<file path="src/rtl/hw_loop_pkg.sv">
package hw_loop_pkg;
  typedef enum logic [1:0] {
    SEL_SEQ  = 2'd0,
    SEL_TOP  = 2'd1,
    SEL_SEC  = 2'd2,
    SEL_SKIP = 2'd3
  } nextSel_e;

  typedef struct packed {
    logic     push;
    logic     popOne;
    logic     popTwo;
    logic     decTop;
    logic     decSec;
    logic     setOvf;
    nextSel_e sel;
  } loopStrobe_t;
endpackage

</file>
<file path="src/rtl/hw_loop_dp.sv">
module hw_loop_dp
  import hw_loop_pkg::*;
#(
  parameter int PC_W  = 16,
  parameter int CNT_W = 16,
  parameter int DEPTH = 4
) (
  input  logic             clk,
  input  logic             rst,
  input  logic [PC_W-1:0]  pc,
  input  logic [CNT_W-1:0] setupCount,
  input  logic [PC_W-1:0]  setupLen,
  input  loopStrobe_t      strb,
  output logic [PC_W-1:0]  nextPc,
  output logic [PC_W-1:0]  topEnd,
  output logic [CNT_W-1:0] topCount,
  output logic [PC_W-1:0]  secEnd,
  output logic [CNT_W-1:0] secCount,
  output logic             hasOne,
  output logic             hasTwo,
  output logic             stackFull,
  output logic             overflowQ
);
  localparam int SP_W  = $clog2(DEPTH + 1);
  localparam int IDX_W = (DEPTH > 1) ? $clog2(DEPTH) : 1;

  logic [SP_W-1:0]  sp;
  logic [IDX_W-1:0] topIdx, secIdx;
  logic [PC_W-1:0]  startQ [DEPTH];
  logic [PC_W-1:0]  endQ   [DEPTH];
  logic [CNT_W-1:0] cntQ   [DEPTH];

  assign topIdx    = IDX_W'(sp - SP_W'(1));
  assign secIdx    = IDX_W'(sp - SP_W'(2));
  assign hasOne    = (sp >= SP_W'(1));
  assign hasTwo    = (sp >= SP_W'(2));
  assign stackFull = (sp == SP_W'(DEPTH));
  assign topEnd    = endQ[topIdx];
  assign topCount  = cntQ[topIdx];
  assign secEnd    = endQ[secIdx];
  assign secCount  = cntQ[secIdx];

  always_ff @(posedge clk) begin
    if (rst)              sp <= '0;
    else if (strb.push)   sp <= sp + SP_W'(1);
    else if (strb.popTwo) sp <= sp - SP_W'(2);
    else if (strb.popOne) sp <= sp - SP_W'(1);
  end

  always_ff @(posedge clk) begin
    if (rst)              overflowQ <= 1'b0;
    else if (strb.setOvf) overflowQ <= 1'b1;
  end

  for (genvar i = 0; i < DEPTH; i++) begin : g_entry
    always_ff @(posedge clk) begin
      if (strb.push && sp == SP_W'(i)) begin
        startQ[i] <= pc + PC_W'(1);
        endQ[i]   <= pc + setupLen;
        cntQ[i]   <= setupCount;
      end else if (strb.decTop && topIdx == IDX_W'(i)) begin
        cntQ[i] <= cntQ[i] - CNT_W'(1);
      end else if (strb.decSec && secIdx == IDX_W'(i)) begin
        cntQ[i] <= cntQ[i] - CNT_W'(1);
      end
    end
  end

  always_comb begin
    unique case (strb.sel)
      SEL_TOP:  nextPc = startQ[topIdx];
      SEL_SEC:  nextPc = startQ[secIdx];
      SEL_SKIP: nextPc = pc + setupLen + PC_W'(1);
      default:  nextPc = pc + PC_W'(1);
    endcase
  end
endmodule

</file>
<file path="src/rtl/hw_loop_ctl.sv">
module hw_loop_ctl
  import hw_loop_pkg::*;
#(
  parameter int PC_W  = 16,
  parameter int CNT_W = 16
) (
  input  logic             setupValid,
  input  logic [CNT_W-1:0] setupCount,
  input  logic [PC_W-1:0]  pc,
  input  logic [PC_W-1:0]  topEnd,
  input  logic [CNT_W-1:0] topCount,
  input  logic [PC_W-1:0]  secEnd,
  input  logic [CNT_W-1:0] secCount,
  input  logic             hasOne,
  input  logic             hasTwo,
  input  logic             stackFull,
  output loopStrobe_t      strb
);
  always_comb begin
    strb     = '0;
    strb.sel = SEL_SEQ;
    if (setupValid) begin
      if (setupCount == '0)  strb.sel    = SEL_SKIP;
      else if (stackFull)    strb.setOvf = 1'b1;
      else                   strb.push   = 1'b1;
    end else if (hasOne && pc == topEnd) begin
      if (topCount > CNT_W'(1)) begin
        strb.decTop = 1'b1;
        strb.sel    = SEL_TOP;
      end else if (hasTwo && pc == secEnd) begin
        if (secCount > CNT_W'(1)) begin
          strb.popOne = 1'b1;
          strb.decSec = 1'b1;
          strb.sel    = SEL_SEC;
        end else begin
          strb.popTwo = 1'b1;
        end
      end else begin
        strb.popOne = 1'b1;
      end
    end
  end
endmodule

</file>
<file path="src/rtl/hw_loop_ctrl.sv">
module hw_loop_ctrl
  import hw_loop_pkg::*;
#(
  parameter int PC_W  = 16,
  parameter int CNT_W = 16,
  parameter int DEPTH = 4
) (
  input  logic             clk,
  input  logic             rst,
  input  logic [PC_W-1:0]  pc,
  input  logic             setupValid,
  input  logic [CNT_W-1:0] setupCount,
  input  logic [PC_W-1:0]  setupLen,
  output logic [PC_W-1:0]  nextPc,
  output logic             loopActive,
  output logic             overflow
);
  loopStrobe_t      strb;
  logic [PC_W-1:0]  topEnd, secEnd;
  logic [CNT_W-1:0] topCount, secCount;
  logic             hasOne, hasTwo, stackFull;

  hw_loop_ctl #(.PC_W(PC_W), .CNT_W(CNT_W)) u_ctl (
    .setupValid(setupValid), .setupCount(setupCount), .pc(pc),
    .topEnd(topEnd), .topCount(topCount), .secEnd(secEnd), .secCount(secCount),
    .hasOne(hasOne), .hasTwo(hasTwo), .stackFull(stackFull), .strb(strb)
  );

  hw_loop_dp #(.PC_W(PC_W), .CNT_W(CNT_W), .DEPTH(DEPTH)) u_dp (
    .clk(clk), .rst(rst), .pc(pc), .setupCount(setupCount), .setupLen(setupLen),
    .strb(strb), .nextPc(nextPc), .topEnd(topEnd), .topCount(topCount),
    .secEnd(secEnd), .secCount(secCount), .hasOne(hasOne), .hasTwo(hasTwo),
    .stackFull(stackFull), .overflowQ(overflow)
  );

  assign loopActive = hasOne;
endmodule

</file>
<file path="config.mk">
export PLATFORM = sky130hd
export DESIGN_NAME = hw_loop_ctrl
export DESIGN_NICKNAME = d
export VERILOG_FILES = /design/src/rtl/hw_loop_pkg.sv /design/src/rtl/hw_loop_dp.sv /design/src/rtl/hw_loop_ctl.sv /design/src/rtl/hw_loop_ctrl.sv
export SDC_FILE = /design/constraint.sdc
export NUM_CORES = 1
export LEC_CHECK = 0
export BUFFER_PORTS_ARGS = -buffer_cell sky130_fd_sc_hd__buf_2
export CAP_MARGIN = 10
export CORE_MARGIN = 2
export CORE_UTILIZATION = 61
export CTS_BUF_LIST = sky130_fd_sc_hd__clkbuf_2
export DETAILED_ROUTE_END_ITERATION = 8
export GPL_TIMING_DRIVEN = 0
export PLACE_DENSITY = 0.8
export SYNTH_ARGS = -nofsm -noshare
export SYNTH_HDL_FRONTEND = slang
export SYNTH_HIERARCHICAL = 1
export SYNTH_SLANG_ARGS = --single-unit
</file>
<file path="constraint.sdc">
create_clock -name clk -period 9.01 [get_ports clk]
set_input_delay 1.3515 -clock clk [delete_from_list [all_inputs] [get_ports clk]]
set_output_delay 1.3515 -clock clk [all_outputs]
set_load 0.01 [all_outputs]
</file>
==> qor.log <==
INFO  synth          synthesis.nets=1020
INFO  grt            antenna_violations_before_repair=1
INFO  power          cellPowerDensity=156.4nW/um^2
INFO  cts            hold_buffers=0
INFO  run            timing.max_cap.violations=0
INFO  timing         fmaxAchievable=117.1MHz
INFO  power          p_int=1.404mW
INFO  synth          mapped_avg_cell_area=12.98squm
INFO  power          clock_power_share=21.6%
INFO  layout         finish.instance_area=13190squm
INFO  cts            cts-htree-levels=4
INFO  floorplan      number_of_placement_rows=51
INFO  cts            tritoncts=yes
INFO  power          design_power_total=2.063mW
INFO  cts            postcts_setup_bufs=0
INFO  cts            cts.path.max_buffers=2
INFO  floorplan      die_w=145.4microns
INFO  timing         final_layout_worst_hold_slack=0.5115ns
INFO  timing         setup_viol_count_final=0
INFO  timing         fin_skew=0.05031ns
INFO  grt            largest_net_degree_at_the_start_of_global_routing=33
INFO  setup_path     setup.worst_path.start_class=register
INFO  timing         grt_setup_unrepaired=no
INFO  timing         report.final.slew_viol_count=0
INFO  grt            grt_overflow=0
INFO  power          power.switching_fraction=31.92%
INFO  layout         final_util=67.55%
INFO  setup_path     worstPathArrival=7.19ns
INFO  route          avgViaCountPerCell=6.931
INFO  route          routed_wirelength=33230microns
INFO  layout         multi_input_comb_area=6077squm
INFO  status         outcome=complete, no violations
INFO  setup_path     worstSetupEndpointType=output port
INFO  floorplan      die_h=145.4microns
INFO  power          p_switching=0.6586mW
INFO  setup_path     data_required_time_of_the_critical_path=7.66ns
INFO  power          power.ir.vdd_worst=84.79uV
INFO  power          power_frac_seq=53.9%
INFO  cts            clk-insertion-delay-late=0.83ns
INFO  power          static_leak=4.403nW
INFO  layout         nets=1107
INFO  grt            grt_pass1_wl=50800microns
INFO  synth          ys_warn_count=6
INFO  power          power.combinational.fraction=24.5%
INFO  placed_design  post-dp-hpwl=24440microns
INFO  placed_design  gpl.final_weighted_congestion=0.9887
INFO  route          first_pass_iters=7
INFO  cts            clk_pin_slew=0.27ns
INFO  cts            clock_root_buffer_master=sky130_fd_sc_hd__clkbuf_2
INFO  synth          synth_area=12190squm
INFO  timing         worst_slew_margin_rel=34.64%
INFO  placed_design  postPlaceCellArea=12930squm
INFO  placed_design  dpl.cell_count=1275
INFO  placed_design  detailedPlace.worstSlack=-0.4259ns
INFO  floorplan      core_area=19530squm
INFO  hold_path      min-delay-path-class=register to register
INFO  placed_design  port-buffer-count=68
INFO  timing         min_period=8.541ns
INFO  timing         worstMarginPinSlew=0.9804ns
INFO  grt            global_route.usage.total=32.11%
INFO  setup_path     critical_path_class=register to output port
INFO  synth          syn-instance-count=939
INFO  cts            cts_num_sinks=196
INFO  floorplan      die_area=21130squm
INFO  route          drc=0
INFO  layout         flow.area_growth_from_synthesis=8.201%
INFO  layout         fin_cells=1305
INFO  cts            total_cts_buffers=17
INFO  timing         layout_worst_path_cycle_share=94.79%
INFO  floorplan      top_level_ports=69
INFO  route          detailroute.via_count=9045
INFO  grt            via_count_of_the_first_global_routing_pass=8807
INFO  route          drt-initial-drc-count=1085
INFO  layout         register_area=5846squm
INFO  layout         fillers=1427
INFO  route          routedWlPerCell=25.46microns
INFO  timing         setup_total_negative_slack=0ns
INFO  layout         drive_above_1_share=23.39%
INFO  timing         timing.final.ws_setup=0.4690ns
INFO  timing         hold_viol_final=0
INFO  setup_path     crit_path_max_fanout=23
INFO  setup_path     rrSetupSlack=2.45ns
INFO  floorplan      start_util=62.43%
INFO  route          drt.antenna.violating_nets=0
-- worst max-delay path: stages, from the launching register on --
cell,delay [ns]
sky130_fd_sc_hd__dfxtp_1,0.46
sky130_fd_sc_hd__buf_2,0.59
sky130_fd_sc_hd__buf_4,0.35
sky130_fd_sc_hd__buf_1,0.59
sky130_fd_sc_hd__buf_1,0.80
sky130_fd_sc_hd__mux4_2,0.65
sky130_fd_sc_hd__and2b_1,0.18
sky130_fd_sc_hd__nor4_1,0.35
sky130_fd_sc_hd__nand4_1,0.46
sky130_fd_sc_hd__o41ai_2,0.48
sky130_fd_sc_hd__clkbuf_1,0.38
sky130_fd_sc_hd__buf_1,0.50
sky130_fd_sc_hd__mux4_2,0.42
sky130_fd_sc_hd__buf_2,0.16
-- state kept, by name (all words and copies together) (netlist names) --
register	cells
u_dp/overflowQ	1
u_dp/endQ	64
u_dp/sp	3
u_dp/startQ	64
u_dp/cntQ	64
-- power by group through the flow --
stage	combinational (mW)	clock [mW]	sequential [mW]
2_1_floorplan	0.345	0	1.11
3_3_place_gp	0.481	0	1.13
3_5_place_dp	0.498	0	1.13
4_1_cts	0.499	0.454	1.11
5_1_grt	0.538	0.484	1.12
6_report	0.506	0.445	1.11
-- routing by layer --
layer  GRT usage [%]  vias to the layer above  share of wire [%]
met4           12.94                        0                4.0
met1           44.84                     4441                 37
met2           49.60                      649                 47
met3           7.524                      113                 12
met5               0                        -                  0
li1                -                     3842                  -
-- cell type report --
class	count	area share, %
Clock buffer	17	0.6450
Multi-Input combinational cell	670	46.07
Buffer	38	1.233
Tap cell	265	2.514
Inverter	32	0.9106
Sequential cell	196	44.32
Antenna cell	1	0.01897
Clock inverter	15	1.252
Timing Repair Buffer	71	3.035
-- cell usage in the layout (no fill, tap or decap), drive strengths merged, types with 17 or more instances in the layout --
cell    count
a21oi      30
buf        84
clkbuf     42
edfxtp    192
ha         29
inv        39
mux4      106
nand2      84
nand3      17
nor2       68
nor3       18
nor4       30
o21ai      57
xnor2      68
xor2       52
-- path summary, 6_finish.rpt --
check	start	end	depth (start not counted)
min reg2reg	u_dp/overflowQ	u_dp/overflowQ	2
max	u_dp/sp[0]	nextPc[11]	13
min	u_dp/overflowQ	u_dp/overflowQ	2
max reg2reg	u_dp/sp[0]	u_dp/cntQ[0][4]	13
-- what timing repair did --
item	in CTS	in global routing
setup endpoints to repair	16	16
pin swaps	0	0
resized for setup	4	7
(Power assumes the default switching activity.)
